[config.mk]
export PLATFORM = sky130hd
export DESIGN_NAME = dma_burst_split
export DESIGN_NICKNAME = d
export VERILOG_FILES = /design/src/rtl/dma_split_pkg.sv /design/src/rtl/dma_seg_ctrl.sv /design/src/rtl/dma_burst_gen.sv /design/src/rtl/dma_addr_gen.sv /design/src/rtl/dma_burst_split.sv
export SDC_FILE = /design/constraint.sdc
export NUM_CORES = 1
export LEC_CHECK = 0
export BUFFER_PORTS_ARGS = -buffer_cell sky130_fd_sc_hd__buf_2
export CORE_MARGIN = 2
export CORE_UTILIZATION = 40
export CTS_BUF_LIST = sky130_fd_sc_hd__clkbuf_2
export DETAILED_ROUTE_END_ITERATION = 7
export PLACE_DENSITY = 0.71
export SYNTH_ARGS = -nofsm -noshare
export SYNTH_HDL_FRONTEND = slang
export SYNTH_SLANG_ARGS = --single-unit
[constraint.sdc]
create_clock -name clk_i -period 2.95 [get_ports clk_i]
set_input_delay 0.4425 -clock clk_i [delete_from_list [all_inputs] [get_ports clk_i]]
set_output_delay 0.4425 -clock clk_i [all_outputs]
set_load 0.05 [all_outputs]
[src/rtl/dma_split_pkg.sv]
package dma_split_pkg;
  typedef enum logic [1:0] {
    ST_IDLE = 2'd0,
    ST_WAIT = 2'd1,
    ST_RUN  = 2'd2
  } seg_state_e;
endpackage

[src/rtl/dma_seg_ctrl.sv]
module dma_seg_ctrl
  import dma_split_pkg::*;
#(
  parameter int LW = 16,
  parameter int CW = 8
) (
  input  logic          clk_i,
  input  logic          rst_ni,
  input  logic          load_i,
  input  logic [LW-1:0] len_i,
  input  logic          periph_i,
  input  logic          chunk_en_i,
  input  logic [CW-1:0] chunk_len_i,
  input  logic          preq_i,
  input  logic          beat_acc_i,
  output logic          run_o,
  output logic          idle_o,
  output logic [LW-1:0] seg_rem_o,
  output logic          done_o,
  output logic          ack_o
);
  seg_state_e    state_q;
  logic [LW-1:0] buf_q, seg_q, chunk_eff, xact_len;
  logic          periph_q, chunk_en_q, done_q, ack_q;
  logic [CW-1:0] chunk_len_q;

  always_comb begin
    chunk_eff = (chunk_len_q == '0) ? LW'(1) : LW'(chunk_len_q);
    if (!chunk_en_q) xact_len = LW'(1);
    else             xact_len = (chunk_eff < buf_q) ? chunk_eff : buf_q;
  end

  always_ff @(posedge clk_i or negedge rst_ni) begin
    if (!rst_ni) begin
      state_q     <= ST_IDLE;
      buf_q       <= '0;
      seg_q       <= '0;
      periph_q    <= 1'b0;
      chunk_en_q  <= 1'b0;
      chunk_len_q <= '0;
      done_q      <= 1'b0;
      ack_q       <= 1'b0;
    end else begin
      done_q <= 1'b0;
      ack_q  <= 1'b0;
      unique case (state_q)
        ST_IDLE: if (load_i) begin
          buf_q       <= len_i;
          periph_q    <= periph_i;
          chunk_en_q  <= chunk_en_i;
          chunk_len_q <= chunk_len_i;
          if (len_i == '0) done_q <= 1'b1;
          else if (periph_i) state_q <= ST_WAIT;
          else begin
            seg_q   <= len_i;
            state_q <= ST_RUN;
          end
        end
        ST_WAIT: if (preq_i) begin
          seg_q   <= xact_len;
          state_q <= ST_RUN;
        end
        ST_RUN: if (beat_acc_i) begin
          buf_q <= buf_q - 1'b1;
          seg_q <= seg_q - 1'b1;
          if (seg_q == LW'(1)) begin
            ack_q <= periph_q;
            if (buf_q == LW'(1)) begin
              done_q  <= 1'b1;
              state_q <= ST_IDLE;
            end else begin
              state_q <= ST_WAIT;
            end
          end
        end
        default: state_q <= ST_IDLE;
      endcase
    end
  end

  assign run_o     = (state_q == ST_RUN);
  assign idle_o    = (state_q == ST_IDLE);
  assign seg_rem_o = seg_q;
  assign done_o    = done_q;
  assign ack_o     = ack_q;

  assert_seg_in_buf_R7: assert property (@(posedge clk_i) disable iff (!rst_ni)
    run_o |-> (seg_q != '0 && seg_q <= buf_q));
  assert_done_idle_R9: assert property (@(posedge clk_i) disable iff (!rst_ni)
    done_q |-> idle_o);
  assert_ack_periph_R8: assert property (@(posedge clk_i) disable iff (!rst_ni)
    ack_q |-> periph_q);
  assert_single_one_R6: assert property (@(posedge clk_i) disable iff (!rst_ni)
    (run_o && periph_q && !chunk_en_q) |-> seg_q == LW'(1));
  assert_busy_load_R11: assert property (@(posedge clk_i) disable iff (!rst_ni)
    (load_i && !idle_o) |=> $stable(periph_q) && $stable(chunk_len_q));
endmodule

[src/rtl/dma_burst_gen.sv]
module dma_burst_gen #(
  parameter int LW        = 16,
  parameter int MAX_BURST = 16,
  parameter int BLW       = $clog2(MAX_BURST + 1)
) (
  input  logic           clk_i,
  input  logic           rst_ni,
  input  logic           run_i,
  input  logic [LW-1:0]  seg_rem_i,
  input  logic           beat_acc_i,
  output logic           first_o,
  output logic [BLW-1:0] burst_len_o
);
  logic [BLW-1:0] left_q, cur_len_q, new_len;

  generate
    if (MAX_BURST < 2) begin : g_single_only
      assign new_len = BLW'(1);
    end else begin : g_burst
      assign new_len = (seg_rem_i >= LW'(MAX_BURST)) ? BLW'(MAX_BURST) : BLW'(1);
    end
  endgenerate

  assign first_o     = (left_q == '0);
  assign burst_len_o = first_o ? new_len : cur_len_q;

  always_ff @(posedge clk_i or negedge rst_ni) begin
    if (!rst_ni) begin
      left_q    <= '0;
      cur_len_q <= BLW'(1);
    end else if (beat_acc_i) begin
      if (first_o) begin
        left_q    <= new_len - 1'b1;
        cur_len_q <= new_len;
      end else begin
        left_q <= left_q - 1'b1;
      end
    end
  end

  assert_burst_cap_R4: assert property (@(posedge clk_i) disable iff (!rst_ni)
    run_i |-> (burst_len_o <= BLW'(MAX_BURST) && burst_len_o != '0));
  assert_burst_fits_R3: assert property (@(posedge clk_i) disable iff (!rst_ni)
    (run_i && !first_o) |-> LW'(left_q) <= seg_rem_i);
  assert_len_hold_R12: assert property (@(posedge clk_i) disable iff (!rst_ni)
    (run_i && !beat_acc_i) |=> (run_i && $stable(burst_len_o) && $stable(first_o)));
endmodule

[src/rtl/dma_addr_gen.sv]
module dma_addr_gen #(
  parameter int AW         = 32,
  parameter int BEAT_BYTES = 4
) (
  input  logic          clk_i,
  input  logic          rst_ni,
  input  logic          load_i,
  input  logic [AW-1:0] start_addr_i,
  input  logic          beat_acc_i,
  output logic [AW-1:0] addr_o
);
  localparam logic [AW-1:0] STEP = AW'(BEAT_BYTES);
  logic [AW-1:0] addr_q;

  always_ff @(posedge clk_i or negedge rst_ni) begin
    if (!rst_ni)         addr_q <= '0;
    else if (load_i)     addr_q <= start_addr_i;
    else if (beat_acc_i) addr_q <= addr_q + STEP;
  end

  assign addr_o = addr_q;

  assert_addr_step_R2: assert property (@(posedge clk_i) disable iff (!rst_ni)
    (beat_acc_i && !load_i) |=> addr_o == $past(addr_o) + STEP);
endmodule

[src/rtl/dma_burst_split.sv]
module dma_burst_split #(
  parameter int AW         = 32,
  parameter int LW         = 16,
  parameter int CW         = 8,
  parameter int MAX_BURST  = 16,
  parameter int BEAT_BYTES = 4,
  parameter int BLW        = $clog2(MAX_BURST + 1)
) (
  input  logic           clk_i,
  input  logic           rst_ni,
  input  logic           load_i,
  input  logic [AW-1:0]  start_addr_i,
  input  logic [LW-1:0]  len_i,
  input  logic           periph_mode_i,
  input  logic           chunk_en_i,
  input  logic [CW-1:0]  chunk_len_i,
  output logic           ready_o,
  input  logic           periph_req_i,
  output logic           periph_ack_o,
  output logic           bus_req_o,
  input  logic           bus_gnt_i,
  output logic [AW-1:0]  bus_addr_o,
  output logic           bus_first_o,
  output logic [BLW-1:0] bus_burst_len_o,
  output logic           done_o
);
  logic          run, idle, beat_acc, load_go;
  logic [LW-1:0] seg_rem;

  assign beat_acc = run & bus_gnt_i;
  assign load_go  = load_i & idle;

  dma_seg_ctrl #(.LW(LW), .CW(CW)) u_seg (
    .clk_i, .rst_ni,
    .load_i(load_i), .len_i(len_i), .periph_i(periph_mode_i),
    .chunk_en_i(chunk_en_i), .chunk_len_i(chunk_len_i),
    .preq_i(periph_req_i), .beat_acc_i(beat_acc),
    .run_o(run), .idle_o(idle), .seg_rem_o(seg_rem),
    .done_o(done_o), .ack_o(periph_ack_o)
  );

  dma_burst_gen #(.LW(LW), .MAX_BURST(MAX_BURST), .BLW(BLW)) u_burst (
    .clk_i, .rst_ni,
    .run_i(run), .seg_rem_i(seg_rem), .beat_acc_i(beat_acc),
    .first_o(bus_first_o), .burst_len_o(bus_burst_len_o)
  );

  dma_addr_gen #(.AW(AW), .BEAT_BYTES(BEAT_BYTES)) u_addr (
    .clk_i, .rst_ni,
    .load_i(load_go), .start_addr_i(start_addr_i),
    .beat_acc_i(beat_acc), .addr_o(bus_addr_o)
  );

  assign ready_o   = idle;
  assign bus_req_o = run;

  assert_req_hold_R12: assert property (@(posedge clk_i) disable iff (!rst_ni)
    (bus_req_o && !bus_gnt_i) |=> (bus_req_o && $stable(bus_addr_o)));
  assert_ready_no_req_R9: assert property (@(posedge clk_i) disable iff (!rst_ni)
    !(ready_o && bus_req_o));
  assert_done_single_R9: assert property (@(posedge clk_i) disable iff (!rst_ni)
    done_o |=> !done_o);
endmodule

; Word level (Yosys, flattened, before mapping)
; Cells that the tools add are included.
[word_totals]
register_bits = 88
latchBits = 0
ramBits = 0
rom_bits = 0
inputBits = 63
word_cells = 75
n_memories = 0
[op_classes]
n_addsub = 5
multipliers = 0
n_div = 0
magnitude_cmp = 2
eq_ne = 10
n_shift = 0
muxes = 34
bitwise_logic = 2
n_reduce_logical = 11
[op_table]
columns = cell, count
row1 = $mux 16, 9
row2 = $mux 32, 2
row3 = $pmux 16 s3, 1
row4 = $add 32x3->32 const B, 1
row5 = $eq 16x1->1 const B, 2
row6 = $pmux 16 s2, 1
row7 = $sub 16x1->16 const B, 2
row8 = $ge 16x5->1 const B, 1
row9 = $logic_not 16->1, 1
row10 = $lt 16x16->1, 1
row11 = $mux 5, 3
row12 = $mux 2, 6
row13 = $sub 5x1->5 const B, 2
row14 = $mux 1, 9
row15 = $logic_not 8->1, 1
row16 = $mux 8, 1
row17 = $ne 2x2->1 const B, 4
row18 = $pmux 2 s3, 1
row19 = $reduce_and 6->1, 1
row20 = $logic_not 5->1, 1
row21 = $reduce_and 5->1, 1
row22 = $ne 2x1->1 const B, 2
row23 = $reduce_bool 2->1, 2
row24 = $reduce_and 3->1, 1
row25 = other kinds (7), 8

; Depth between registers and ports, before layout
[depth]
depth_word = 7
mapped_depth = 11
ltp_nobuf = 9

; Modules after synthesis
; Synthesis repeated with hierarchy kept, for this count alone.
[unflattened]
cells_unflattened = 639
hier_area_um2 = 5652.9
[by_module_without_submodules]
columns = module, n_inst, cells_per_inst, area_each_um2, seq_area_each_um2
row1 = dma_seg_ctrl, 1, 386, 3306.9, 1151.1
row2 = dma_addr_gen, 1, 200, 1820.5, 800.8
row3 = dma_burst_gen, 1, 51, 513.0, 251.5
row4 = dma_burst_split, 1, 2, 12.5, 0.0

; Worst setup path before layout
; OpenSTA, ideal clock, no wires.
[synth_path]
kind = register -> output
from = register u_burst.left_q[1]
to = output port bus_burst_len_o[0]
t_arrival_ps = 2769
t_required_ps = 2508
path_slack_ps = -262
stages_incl_launch_ff = 4
path_buffers = 0
cell_sequence = dfrtp_1 -> or2_2 -> nor4_2 -> o21ai_0
[synth_via]
elab_chain_len = 2
[synth_rtl]
columns = item, line
row1 = start: declaration, dma_burst_gen.sv:14  ; logic [BLW-1:0] left_q, cur_len_q, new_len;
row2 = start signal: assignment, dma_burst_gen.sv:33  ; left_q <= new_len - 1'b1;
row3 = start signal: assignment, dma_burst_gen.sv:36  ; left_q <= left_q - 1'b1;
row4 = $logic_not 5->1, dma_burst_gen.sv:24  ; assign first_o = (left_q == '0);
row5 = named net bus_first_o, dma_burst_split.sv:23  ; output logic bus_first_o,
row6 = $mux 5, n/a
row7 = end: declaration, dma_burst_split.sv:24  ; output logic [BLW-1:0] bus_burst_len_o,
; The timed path passes the listed nets, and every way through them passes these cells.

; Worst setup path after layout
[layout_path]
from = register u_seg.seg_q[11], in the netlist u_seg.seg_rem_o[11]
to = output port bus_burst_len_o[4]
[layout_via]
elab_chain_len = 3
[layout_rtl]
columns = item, line
row1 = start: declaration, dma_seg_ctrl.sv:23  ; logic [LW-1:0] buf_q, seg_q, chunk_eff, xact_len;
row2 = start signal: assignment, dma_seg_ctrl.sv:55  ; seg_q <= len_i;
row3 = start signal: assignment, dma_seg_ctrl.sv:60  ; seg_q <= xact_len;
row4 = start signal: assignment, dma_seg_ctrl.sv:65  ; seg_q <= seg_q - 1'b1;
row5 = $ge 16x5->1, dma_burst_gen.sv:20  ; assign new_len = (seg_rem_i >= LW'(MAX_BURST)) ? BLW'(MAX_BURST) : BLW'(1);
row6 = $mux 5, dma_burst_gen.sv:20
row7 = $mux 5, n/a
; Every way passes these cells.

==> qor.csv <==
metric,value,unit
run status,"finished, final reports clean",
Syn. warnings,0,
CTS Buffer Depth,2,
CTS tree,done,
LEAKAGE,2.87,nW
period utilization,96.3,%
Setup Viol. Count Final,0,
total CTS buffers,9,
worst rel slew slack,40.3,%
Netlist Area Pre-Place,5270,um2
vias in the first global route,4721,
"Avg Cell Area, Syn",8.74,um2
DR WL/cell,15.8,um
Yosys top cell area share,41.3,%
DP HPWL,10200,um
Area Overhead vs Synth,17.7,%
first-pass GRT wire length,23200,um
actual slew at the worst max-slew pin,0.892,ns
layout net count,779,
power density cells,603,nW/um2
Hold Crit Start,start_addr_i[1],
WL met2,6620,um
ys async rst share,100,%
Buffers on Ports,104,
grt ovf,0,
Max Used Layer,met4,
DRT Pass-1 Iters,5,
top post-synthesis cells by area,"dfrtp_1 (41%), a21oi_1 (5.9%), nor2_1 (5.1%)",
dpl cells,855,
Post-Route WL,13900,um
number of enable flip-flop cells after synthesis,0,
Yosys top cell by area,dfrtp_1,
internal power contribution,2.28,mW
crit path DAT,2.40,ns
area of the core,12700,um2
Sw Share,39.1,%
Fin. Hold Viols,0,
CP Class,register to output pin,
initial DRC count,268,
row count,41,
CTS root buffer,clkbuf_2,
GRT Resource Usage Total,20.2,%
"Max FO, Critical Path",5,
Seq pwr share,46.0,%
die extent in y,119,um
Final GP Congestion,0.859,
Unique masters post-synth,58,
Ports,105,
worst r2r src,u_seg.state_q[0],
filler instances,1245,
"non-filler cells, final",877,
Comb power frac,31.8,%
worst hold slack,0.0689,ns
later-pin clock latency in the skew report,0.58,ns
Max Fclk,352,MHz
syn_nets,683,
layout cell share with drive strength beyond 1,23.4,%
Max Slew Vio Count,0,
Hold Crit Class,input pin to register,
Sw Pwr,1.46,mW
largest net degree at the start of global routing,48,
worst setup margin,0.109,ns
drc violations,0,
initial antenna violation count,1,
routed vias,4829,
Mapped Cells,603,
Initial Utilization,41.4,%
"most common cell after layout, fill and taps aside",buf_2,
die area,14100,um2
Critical Path RT,2.51,ns
Worst-path clk slew,0.26,ns
Most used DFF post-synth,dfrtp_1,
Die W,119,um
TritonCTS Sinks,88,
Seq cells post-synth,88,
Post-DRT Antenna Nets,0,
worst vdd ir,0.000254,V
unrepaired setup endpoints after global routing,true,
Crit. End Element,output pin,
Pwr Total,3.74,mW
Tmin final,2.84,ns
"Seq/Total Area, Yosys",41.8,%
Clock Power Share,22.2,%
Fin Clk Skew,0.0276,ns
Worst setup startpoint,u_seg.seg_rem_o[11],
most frequent cells in the layout,"buf_2 (101), dfrtp_1 (86), nor2_1 (71)",
Vias/cell,5.51,
metal3 WL,621,um
Setup WS pre-CTS,0.368,ns
Max Cap Violations,0,
M1 WL,6120,um
CTS H-tree depth,3,
CP Launch Type,register,
[critical path, cell delays in order (launching register included)]
cell and delay, ns:
dfrtp_1 0.45, or4_4 0.58, nor4_4 0.19, and2_4 0.22, nand2_1 0.08, o21a_1 0.16
buf_6 0.15
[per-layer routing]
metal | global-route usage [%] | vias up
li1 | - | 2347
met1 | 26.3 | 2288
met2 | 32.7 | 159
met3 | 2.99 | 35
met4 | 10.3 | 0
met5 | 0 | -
[worst paths after layout]
| kind | cells after the start | endpoint | slack, ns |
|---|---|---|---|
| worst max-delay path | 6 | bus_burst_len_o[4] | 0.11 |
| worst min-delay path | 2 | u_addr.addr_o[1] | 0.07 |
| worst max register to register | 7 | u_seg.seg_rem_o[11] | 0.26 |
| worst min register to register | 1 | u_burst.left_q[2] | 0.51 |
| max in group asynchronous | 3 | u_burst.cur_len_q[0] | 1.84 |
| min in group asynchronous | 2 | u_seg.buf_q[10] | 0.35 |
[power by group through the flow]
stage | clock [mW] | combinational [mW] | sequential [mW]
after floorplan | 0 | 0.759 | 1.80
after global placement | 0 | 1.13 | 1.73
after detailed placement | 0 | 1.16 | 1.74
after CTS | 0.852 | 1.17 | 1.71
after global routing | 0.916 | 1.33 | 1.76
final | 0.831 | 1.19 | 1.72
[metrics by stage]
stage / TNS (ns) / cell area, um2 / utilization, %
2_1_floorplan: 0 / 5280 / -
3_3_place_gp: 0 / 5950 / 46.8
3_5_place_dp: 0 / 5950 / 46.8
4_1_cts: 0 / 6170 / 48.5
5_1_grt: -0.0273 / 6210 / 48.8
6_report: 0 / 6210 / 48.8
[Yosys cell counts (4+ instances only)]
library cell	number
ha_1	17
dfrtp_1	87
or3_1	4
nand3b_1	5
mux2i_1	10
o22ai_1	5
a22oi_1	8
nor3_1	18
o21ai_0	38
xor2_1	25
and2_1	6
o21a_1	5
xnor2_1	11
nand2_1	50
a21oi_1	62
nor4_1	10
inv_1	22
a31oi_1	6
clkbuf_1	26
nand3_1	24
nor2_1	71
mux2_2	14
nand4_1	8
nor2b_1	6
and3_1	8
o31ai_1	4
[cell type report]
class / count / area [um2] / share of cell area [%]
Tap cell: 172 / 215 / 3.47
Timing Repair Buffer: 118 / 643 / 10.4
Antenna cell: 1 / 2.50 / 0.0403
Clock buffer: 9 / 45.0 / 0.726
Sequential cell: 88 / 2200 / 35.5
Multi-Input combinational cell: 459 / 2880 / 46.4
Clock inverter: 7 / 128 / 2.06
Inverter: 23 / 86.3 / 1.39
[sequential cells by signal (all words and copies together), names as in the netlist]
name and flops:
u_seg.ack_o 1, u_seg.chunk_en_q 1, u_seg.chunk_len_q 8, u_seg.done_o 1
u_seg.seg_rem_o 16, u_seg.periph_q 1, u_burst.cur_len_q 5, u_seg.state_q 2
u_seg.buf_q 16, u_addr.addr_o 32, u_burst.left_q 5
[logic make-up (layout without fill, tap and decap cells)]
| kind of cell | Yosys count | in the layout | share of synthesized area [%] |
|---|---|---|---|
| buf+inv | 56 | 157 | 4.20 |
| xor+xnor | 36 | 36 | 5.98 |
| simple gates | 224 | 224 | 20.6 |
| mux | 24 | 24 | 4.89 |
| flops | 88 | 88 | 41.8 |
| compound gates | 158 | 158 | 18.5 |
| fa+ha+maj | 17 | 17 | 4.04 |
| other cells | 0 | 1 | 0 |
[timing repair]
action | in CTS | in global routing
setup buffers | 3 | 1
resized for setup | 4 | 8
endpoints found under the hold margin | 41 | 0
setup endpoints to repair | 2 | 2
hold buffers | 1 | 0
Note: power is estimated with default switching activity, not from simulation.
